$ cat config.mk
export PLATFORM = sky130hd
export DESIGN_NAME = eprom_word_loader
export DESIGN_NICKNAME = d
export VERILOG_FILES = /design/src/rtl/eprom_ld_pkg.sv /design/src/rtl/ld_ctrl.sv /design/src/rtl/ld_cursor.sv /design/src/rtl/ld_packer.sv /design/src/rtl/eprom_word_loader.sv
export SDC_FILE = /design/constraint.sdc
export NUM_CORES = 1
export LEC_CHECK = 0
export ABC_AREA = 1
export CAP_MARGIN = 10
export CORE_MARGIN = 4
export CORE_UTILIZATION = 50
export CTS_CLUSTER_DIAMETER = 30
export DETAILED_ROUTE_END_ITERATION = 8
export GPL_ROUTABILITY_DRIVEN = 0
export HOLD_SLACK_MARGIN = 0.1
export PLACE_DENSITY = 0.81
export SLEW_MARGIN = 15
export SYNTH_ARGS = -nofsm -noshare
export SYNTH_HDL_FRONTEND = slang
export SYNTH_HIERARCHICAL = 1
export SYNTH_SLANG_ARGS = --single-unit
export TNS_END_PERCENT = 5
$ cat constraint.sdc
create_clock -name clk -period 2.9 [get_ports clk]
set_input_delay 0.58 -clock clk [delete_from_list [all_inputs] [get_ports clk]]
set_output_delay 0.58 -clock clk [all_outputs]
set_load 0.02 [all_outputs]
$ cat src/rtl/eprom_ld_pkg.sv
package eprom_ld_pkg;

   typedef enum logic [1:0] {
      LD_IDLE  = 2'd0,
      LD_FETCH = 2'd1,
      LD_STORE = 2'd2,
      LD_DONE  = 2'd3
   } ld_state_e;

   function automatic int unsigned lane_bits(input int unsigned lanes);
      return (lanes > 1) ? $clog2(lanes) : 1;
   endfunction

endpackage

$ cat src/rtl/ld_ctrl.sv
module ld_ctrl
   import eprom_ld_pkg::*;
(
   input  logic clk,
   input  logic rst_n,
   input  logic start,
   input  logic ext_valid,
   input  logic last_lane,
   input  logic last_word,
   output logic ext_req,
   output logic take,
   output logic store,
   output logic restart,
   output logic done
);

   ld_state_e state_q, state_d;

   always_comb begin
      restart = start && (state_q == LD_IDLE || state_q == LD_DONE);
      ext_req = (state_q == LD_FETCH);
      take    = ext_req && ext_valid;
      store   = (state_q == LD_STORE);
      done    = (state_q == LD_DONE);
   end

   always_comb begin
      state_d = state_q;
      unique case (state_q)
         LD_IDLE:  if (start) state_d = LD_FETCH;
         LD_FETCH: if (take && last_lane) state_d = LD_STORE;
         LD_STORE: state_d = last_word ? LD_DONE : LD_FETCH;
         LD_DONE:  if (start) state_d = LD_FETCH;
         default:  state_d = LD_IDLE;
      endcase
   end

   always_ff @(posedge clk or negedge rst_n) begin
      if (!rst_n) state_q <= LD_IDLE;
      else        state_q <= state_d;
   end

   // an unanswered request is held
   p_req_hold_r3: assert property (@(posedge clk) disable iff (!rst_n)
      ext_req && !ext_valid |=> ext_req);

   // the done flag persists without start
   p_done_hold_r7: assert property (@(posedge clk) disable iff (!rst_n)
      done && !start |=> done);

endmodule

$ cat src/rtl/ld_cursor.sv
module ld_cursor
   import eprom_ld_pkg::*;
#(
   parameter int unsigned             BPW       = 3,
   parameter int unsigned             DEPTH     = 512,
   parameter int unsigned             EXT_AW    = 16,
   parameter logic [EXT_AW-1:0]       BASE_ADDR = 16'hC000,
   localparam int unsigned            LANE_W    = lane_bits(BPW),
   localparam int unsigned            WORD_AW   = $clog2(DEPTH)
)(
   input  logic               clk,
   input  logic               rst_n,
   input  logic               restart,
   input  logic               take,
   input  logic               store,
   output logic [EXT_AW-1:0]  ext_addr,
   output logic [LANE_W-1:0]  lane_idx,
   output logic [WORD_AW-1:0] word_idx,
   output logic               last_lane,
   output logic               last_word
);

   localparam logic [LANE_W-1:0]  LANE_LAST = LANE_W'(BPW - 1);
   localparam logic [WORD_AW-1:0] WORD_LAST = WORD_AW'(DEPTH - 1);

   assign last_lane = (lane_idx == LANE_LAST);
   assign last_word = (word_idx == WORD_LAST);

   // byte address: advanced per accepted byte, never multiplied
   always_ff @(posedge clk or negedge rst_n) begin
      if (!rst_n)       ext_addr <= BASE_ADDR;
      else if (restart) ext_addr <= BASE_ADDR;
      else if (take)    ext_addr <= ext_addr + EXT_AW'(1);
   end

   always_ff @(posedge clk or negedge rst_n) begin
      if (!rst_n)       lane_idx <= '0;
      else if (restart) lane_idx <= '0;
      else if (take)    lane_idx <= last_lane ? '0 : lane_idx + LANE_W'(1);
   end

   always_ff @(posedge clk or negedge rst_n) begin
      if (!rst_n)       word_idx <= '0;
      else if (restart) word_idx <= '0;
      else if (store)   word_idx <= word_idx + WORD_AW'(1);
   end

   // each accepted byte advances the address by one
   p_addr_step_r2: assert property (@(posedge clk) disable iff (!rst_n)
      take |=> ext_addr == $past(ext_addr) + EXT_AW'(1));

   // word index steps once per store
   p_word_step_r5: assert property (@(posedge clk) disable iff (!rst_n)
      store |=> word_idx == $past(word_idx) + WORD_AW'(1));

endmodule

$ cat src/rtl/ld_packer.sv
module ld_packer
   import eprom_ld_pkg::*;
#(
   parameter int unsigned  BYTE_W = 8,
   parameter int unsigned  BPW    = 3,
   localparam int unsigned LANE_W = lane_bits(BPW),
   localparam int unsigned WORD_W = BYTE_W * BPW
)(
   input  logic              clk,
   input  logic              rst_n,
   input  logic              take,
   input  logic [LANE_W-1:0] lane_idx,
   input  logic [BYTE_W-1:0] byte_in,
   output logic [WORD_W-1:0] word_o
);

   // lane k (first byte = lane 0) fills bits [k*BYTE_W +: BYTE_W]
   for (genvar k = 0; k < BPW; k++) begin : g_lane
      logic [BYTE_W-1:0] lane_q;
      always_ff @(posedge clk or negedge rst_n) begin
         if (!rst_n)                                  lane_q <= '0;
         else if (take && lane_idx == LANE_W'(k))     lane_q <= byte_in;
      end
      assign word_o[k*BYTE_W +: BYTE_W] = lane_q;
   end

   // nothing changes without an accepted byte
   p_hold_r6: assert property (@(posedge clk) disable iff (!rst_n)
      !take |=> $stable(word_o));

endmodule

$ cat src/rtl/eprom_word_loader.sv
module eprom_word_loader
   import eprom_ld_pkg::*;
#(
   parameter int unsigned       BYTE_W    = 8,
   parameter int unsigned       WORD_W    = 24,
   parameter int unsigned       DEPTH     = 512,
   parameter int unsigned       EXT_AW    = 16,
   parameter logic [EXT_AW-1:0] BASE_ADDR = 16'hC000,
   localparam int unsigned      BPW       = WORD_W / BYTE_W,
   localparam int unsigned      LANE_W    = lane_bits(BPW),
   localparam int unsigned      WORD_AW   = $clog2(DEPTH)
)(
   input  logic               clk,
   input  logic               rst_n,
   input  logic               start,
   output logic               ext_req,
   output logic [EXT_AW-1:0]  ext_addr,
   input  logic               ext_valid,
   input  logic [BYTE_W-1:0]  ext_data,
   output logic               ram_we,
   output logic [WORD_AW-1:0] ram_addr,
   output logic [WORD_W-1:0]  ram_wdata,
   output logic               done
);

   localparam longint unsigned WIN_END  = longint'(BASE_ADDR) + longint'(DEPTH) * longint'(BPW);
   localparam longint unsigned ADDR_TOP = longint'(1) << EXT_AW;

   if (WORD_W % BYTE_W != 0) begin : g_bad_split
      $error("WORD_W must be a whole number of bytes");
   end
   if (BPW < 1) begin : g_bad_bpw
      $error("WORD_W must hold at least one byte");
   end
   if (DEPTH < 2 || (DEPTH & (DEPTH - 1)) != 0) begin : g_bad_depth
      $error("DEPTH must be a power of two of at least 2");
   end
   if (WIN_END > ADDR_TOP) begin : g_bad_window
      $error("external window does not fit in EXT_AW bits");
   end

   logic              take, store, restart;
   logic              last_lane, last_word;
   logic [LANE_W-1:0] lane_idx;

   ld_ctrl i_ctrl (
      .clk       (clk),
      .rst_n     (rst_n),
      .start     (start),
      .ext_valid (ext_valid),
      .last_lane (last_lane),
      .last_word (last_word),
      .ext_req   (ext_req),
      .take      (take),
      .store     (store),
      .restart   (restart),
      .done      (done)
   );

   ld_cursor #(
      .BPW       (BPW),
      .DEPTH     (DEPTH),
      .EXT_AW    (EXT_AW),
      .BASE_ADDR (BASE_ADDR)
   ) i_cursor (
      .clk       (clk),
      .rst_n     (rst_n),
      .restart   (restart),
      .take      (take),
      .store     (store),
      .ext_addr  (ext_addr),
      .lane_idx  (lane_idx),
      .word_idx  (ram_addr),
      .last_lane (last_lane),
      .last_word (last_word)
   );

   ld_packer #(
      .BYTE_W (BYTE_W),
      .BPW    (BPW)
   ) i_packer (
      .clk      (clk),
      .rst_n    (rst_n),
      .take     (take),
      .lane_idx (lane_idx),
      .byte_in  (ext_data),
      .word_o   (ram_wdata)
   );

   assign ram_we = store;

   // address held while waiting
   p_addr_hold_r3: assert property (@(posedge clk) disable iff (!rst_n)
      ext_req && !ext_valid |=> $stable(ext_addr));

   // a write follows an accepted byte and lasts one cycle
   p_we_after_byte_r5: assert property (@(posedge clk) disable iff (!rst_n)
      ram_we |-> $past(ext_req && ext_valid));
   p_we_single_r5: assert property (@(posedge clk) disable iff (!rst_n)
      ram_we |=> !ram_we);

   // quiet outputs while done
   p_done_quiet_r7: assert property (@(posedge clk) disable iff (!rst_n)
      done |-> !ext_req && !ram_we);

   // start during a mid-load write does not disturb the next fetch
   p_busy_start_r8: assert property (@(posedge clk) disable iff (!rst_n)
      ram_we && start && ram_addr != WORD_AW'(DEPTH - 1) |=> ext_req && !done);

endmodule

==> results.toml, run 1 <==
[finish]
fin_nets = 402
seqCellArea_um2 = 1329
num_antenna_cells = 0
final_layout_size_suffix_gt1_share_pct = 8.312
multi_input_area_um2 = 1129
stdcell_area_um2 = 3443
area_growth_pct = 30.06
nFillCells = 417

[pwr]
p_leak_nw = 1.647
power.density_nw_per_um2 = 910.3
p_sw_share_pct = 40.09
ir_worst_vdd_uv = 516.4
p_int_w = 0.001878
clkPwrFrac_pct = 18.4
p_seq_share_pct = 36.8
p_switching_w = 0.001256
power_frac_comb_pct = 44.7

[grt]
met2_usage_pct = 34.52
gr-usage-all-layers_pct = 19.71
use_met1_pct = 25.18
grtUsageMet3_pct = 4.102
antenna_found_initial = 0
top_usage_layer = "met2"
grt_start_max_net_pins = 29
grt_pass1_wl_mm = 10.07
first_global_vias = 2184
grt-ovfl-total = 0

[clocking]
cts-buffers-inserted = 5
clk_path_buf_depth = 2
postCtsHoldBufs = 0
postCtsSetupRepairBufs = 0
cts_root_buf = "clkbuf_8"
clk_latency_ps = 300
tritoncts = "yes"
post_cts_resized = 0
cts_sinks = 53
cts_max_level = 2
path_clk_slew_ps = 90

[sta]
setup_viol = 0
rsz0062_at_grt = "false"
drv_slew = 0
finalSetupTns_ps = 0
min_period_ps = 2396
final_hold_viol_count = 0
slew_headroom_pct = 57.30
max_freq_mhz = 417.4
worst_pin_slew_ps = 640.6
fin_crit_sh_pct = 82.61
clock_skew_ps = 4.936

[synthesis]
ys_top_cells_by_count = "97 x nand2_1, 51 x dfrtp_1, 36 x nor2_1"
syn_inst = 319
synthDistinctLibCells = 27
syn_area_um2 = 2648
ys_seq_area_share_pct = 50.19
synth-seq-cells = 53
yosysTopAreaCell = "dfrtp_1"
synth_top_area_share_pct = 48.20
yosysWarnings = 6
synthArstFlopShare_pct = 100.0
synthTopCellsByArea = "dfrtp_1 48%, nand2_1 14%, nor2_1 5.1%"
synth_area_per_cell_um2 = 8.299
ys_dominant_reg_cell = "dfrtp_1"
synth_fp_nets = 337
yosys.cell_count.top_type = "nand2_1"
synth-edff-count = 0

[floorplanning]
ios = 64
die_w_um = 80.77
die_y_um = 80.77
fp-row-count = 26
coreArea_um2 = 5107
dieArea_um2 = 6523
start_util_pct = 51.84

[critical_path]
cp.required_ps = 2320
critPathCaptureType = "output pin"
crit_path_start_kind = "flip-flop"
critPathArrivalTime_ps = 1820
path_class = "reg2out"
cp_max_fo = 10

[routing]
vias = 2302
drt_pass1_iterations = 4
route.detailed.drc = 0
wl_mm = 5.964
postRouteAntennaNets = 0
vias_per_cell = 5.059
wire_per_inst_um = 13.11
drt_iter0_drc = 113

[run_status]
status = "finished clean"

[place]
placed_cell_area_um2 = 3309
dp_hpwl_mm = 4.432
port_buffers = 63

[worst_hold_path]
hp-class = "in2async"

[run]
max_cap_violations = 0
==> final cells by class <==
type / count / area share, %
sequential: 53 / 38.59
inverter: 33 / 3.597
multi-input combinational: 226 / 32.78
clock inverter: 3 / 1.890
timing repair buffer: 65 / 18.60
clock buffer: 5 / 1.999
tap: 70 / 2.544
==> worst paths after layout <==
kind / from / end / slack (ps) / cells past startpoint
max in group asynchronous: rst_n / i_cursor/ext_addr[15]$_DFFE_PN1P_ / 1810 / 2
min reg2reg: i_packer/g_lane[0].lane_q[4]$_DFFE_PN0P_ / i_packer/g_lane[0].lane_q[4]$_DFFE_PN0P_ / 480 / 2
min: rst_n / i_packer/g_lane[2].lane_q[4]$_DFFE_PN0P_ / 270 / 1
min in group clk: i_packer/g_lane[0].lane_q[4]$_DFFE_PN0P_ / i_packer/g_lane[0].lane_q[4]$_DFFE_PN0P_ / 480 / 2
max reg2reg: i_ctrl/state_q[0]$_DFFE_PN0P_ / i_cursor/ext_addr[7]$_DFFE_PN0P_ / 950 / 10
max: i_ctrl/state_q[0]$_DFFE_PN0P_ / ram_we / 500 / 3
==> stage by stage <==
stage	utilization, %	hold slack [ps]	instances	setup slack (ps)	total power, W
2_1_floorplan	-	284.4	319	1268	0.002031
3_3_place_gp	64.80	453.3	447	711.0	0.002541
3_5_place_dp	64.80	457.3	447	707.7	0.002575
4_1_cts	67.42	282.0	455	482.9	0.003160
5_1_grt	67.42	300.0	455	371.5	0.003343
6_report	67.42	270.3	455	504.3	0.003134
==> placed cells by master, fill, tap and decap left out, drive strengths merged <==
cell,count
nand3,26
nor2,43
o21ai,16
o21a,1
buf,3
o21bai,3
dfstp,2
nand2,102
bufinv,2
dfrtp,51
clkbuf,5
ha,6
clkdlybuf4s50,62
clkinv,1
a21oi,6
nor3,2
inv,33
and3,1
nand4,19
o22ai,1
==> logic make-up (layout without fill, tap and decap cells) <==
family | after synthesis | after routing | share of synthesized area, %
simple gates | 193 | 193 | 34.12
flops | 53 | 53 | 50.19
buf+inv | 40 | 106 | 7.183
compound gates | 27 | 27 | 5.671
fa+ha+maj | 6 | 6 | 2.835
==> state kept, by name, indices dropped and copies added, names as in the netlist <==
register                cells
i_cursor/ext_addr          16
i_cursor/word_idx           9
i_ctrl/state_q              2
i_packer/g_lane.lane_q     24
i_cursor/lane_idx           2
==> worst max-delay path, cell delays in order (launching register included) <==
cell and delay [ps]:
dfrtp_1 420, inv_1 70, ha_1 350, clkdlybuf4s50_1 680
==> power by group through the flow <==
stage | Combinational, W | Sequential, W | Clock, W
CTS | 0.00142 | 0.00115 | 0.000589
finish | 0.00140 | 0.00115 | 0.000578
detailed placement | 0.00141 | 0.00117 | 0
global route | 0.00153 | 0.00118 | 0.000626
floorplan | 0.000700 | 0.00133 | 0
global placement | 0.00138 | 0.00116 | 0
==> per-layer routing <==
metal,part of all wire (%),up-vias,wire (um)
met5,0,-,0
met4,0.57,0,34
met3,5.4,4,321
met2,49,74,2948
met1,45,1066,2660
li1,-,1158,-
(Power assumes the default switching activity.)
==> run 2, diff against run 1 <==
Settings changed: CORE_UTILIZATION 50 to 49, PLACE_DENSITY 0.81 to 0.79.
Clock period 2.9 ns to 2.44 ns, I/O delays scaled along.
==> run 2 against run 1 <==
  * Die area up 1.8%
  * Clock skew up 6.0 ps
  * Wire length up 0.89%
  * Via count down 0.39%
  * Combinational power up 20%
==> results.toml, run 2 (synthesized netlist as in run 1, its figures left out) <==
[worst_hold_path]
hp-class = "in2async"

[grt]
gr-usage-all-layers_pct = 19.65
grt_start_max_net_pins = 31
grt_pass1_wl_mm = 10.12
grtUsageMet3_pct = 4.825
grt-ovfl-total = 0
top_usage_layer = "met2"
antenna_found_initial = 0
first_global_vias = 2167
met2_usage_pct = 31.11
use_met1_pct = 27.03

[finish]
nFillCells = 431
layout_common_cells = "97 x nand2_1, 62 x clkdlybuf4s50_1, 51 x dfrtp_1, 36 x nor2_1, 31 x inv_1"
num_antenna_cells = 0
fin_nets = 404
seqCellArea_um2 = 1329
largest_register_ffs = 24
final_common_cell = "nand2_1"
final_layout_size_suffix_gt1_share_pct = 8.786
reg_top3 = "i_packer/g_lane.lane_q x24, i_cursor/ext_addr x16, i_cursor/word_idx x9"
multi_input_area_um2 = 1129
largest_register = "i_packer/g_lane.lane_q"
final_core_util_pct = 66.18
area_growth_pct = 29.30

[sta]
finalSetupTns_ps = 0
min_period_ps = 2106
drv_slew = 0
fin_crit_sh_pct = 86.30
rsz0062_at_grt = "false"
hold_ws_ps = 180.9
clock_skew_ps = 10.94
worst_pin_slew_ps = 630.8
max_freq_mhz = 474.9
setup_viol = 0
final_hold_viol_count = 0
slew_headroom_pct = 57.95

[critical_path]
crit_path_start_kind = "flip-flop"
startpoint = "i_ctrl/state_q[1]$_DFFE_PN0P_"
r2r_cells = 10
critPathArrivalTime_ps = 1620
cp_max_fo = 4
ff2ff_setup_slack_ps = 600
path_class = "reg2out"
path_buf_inv = 2
cp.required_ps = 1950
cp.depth = 3
critical-path-slowest-cell = "clkdlybuf4s50_1"
rr_startpoint = "i_ctrl/state_q[0]$_DFFE_PN0P_"
slowest_delay_ps = 620
critPathCaptureType = "output pin"
worstPathCellList = "inv_1 -> ha_1 -> clkdlybuf4s50_1"
path_delay_family = "buffers and inverters"

[floorplanning]
die_w_um = 81.51
die_y_um = 81.51
fp-row-count = 26
dieArea_um2 = 6643
coreArea_um2 = 5172
start_util_pct = 51.19
ios = 64

[clocking]
cts_sinks = 53
post_cts_resized = 0
clk_path_buf_depth = 2
postCtsSetupRepairBufs = 0
postCtsHoldBufs = 0
path_clk_slew_ps = 100
cts_root_buf = "clkbuf_8"
cts_max_level = 2
cts-buffers-inserted = 5
clk_latency_ps = 300
tritoncts = "yes"

[routing]
wire_per_inst_um = 13.17
drt_pass1_iterations = 4
postRouteAntennaNets = 0
route.detailed.drc = 0
wl_mm = 6.017
vias_per_cell = 5.018
drt_iter0_drc = 235
vias = 2293

[place]
dp_hpwl_mm = 4.522
port_buffers = 63

[run_status]
status = "finished clean"

[pwr]
power.density_nw_per_um2 = 1035
p_int_w = 0.002040
clkPwrFrac_pct = 13.5
p_seq_share_pct = 38.9
p_leak_nw = 1.637
total_power_w = 0.003545
power_frac_comb_pct = 47.5
p_sw_share_pct = 42.44
ir_worst_vdd_uv = 597.4
p_switching_w = 0.001504

[run]
max_cap_violations = 0
-- run 2: cell types whose count changed in the layout (fill, tap and decap cells not counted), sizes merged --
cell	previous run	this run
clkinvlp	0	1
clkinv	1	2
buf	3	5
bufinv	2	0
-- run 2: cell type report --
class                   instances  share of cell area (%)
clock buffers                   5                   2.010
flip-flops and latches         53                   38.82
clock inverters                 3                  0.5117
repair buffers                 67                   19.52
inverters                      33                   3.618
well taps                      70                   2.558
multi-input cells             226                   32.97
-- run 2: routing by layer --
layer / wire (um) / vias up / part of all wire (%)
li1: - / 1164 / -
met1: 2803 / 1044 / 47
met3: 424 / 4 / 7.0
met5: 0 / - / 0
met4: 49 / 0 / 0.81
met2: 2739 / 81 / 46
-- run 2: power by group through the flow --
stage,sequential [W],clock (W),combinational [W]
5_1_grt,0.00142,0.000530,0.00185
3_5_place_dp,0.00140,0,0.00170
4_1_cts,0.00138,0.000487,0.00170
2_1_floorplan,0.00158,0,0.000831
6_report,0.00138,0.000480,0.00168
3_3_place_gp,0.00139,0,0.00166
-- run 2: metrics by stage --
step | cells | setup slack [ps] | cell area [um2]
floorplan | 319 | 807.6 | 2648
global placement | 449 | 470.2 | 3337
detailed placement | 449 | 427.8 | 3337
CTS | 457 | 313.4 | 3423
global route | 457 | 219.2 | 3423
finish | 457 | 334.4 | 3423
-- run 2: final timing paths --
kind	endpoint
max in group asynchronous	i_cursor/ext_addr[7]$_DFFE_PN0P_
worst max-delay path	ext_req
min in group clk	i_packer/g_lane[0].lane_q[4]$_DFFE_PN0P_
worst min register to register	i_packer/g_lane[0].lane_q[4]$_DFFE_PN0P_
worst max register to register	i_cursor/ext_addr[9]$_DFFE_PN0P_
worst min-delay path	i_packer/g_lane[1].lane_q[4]$_DFFE_PN0P_
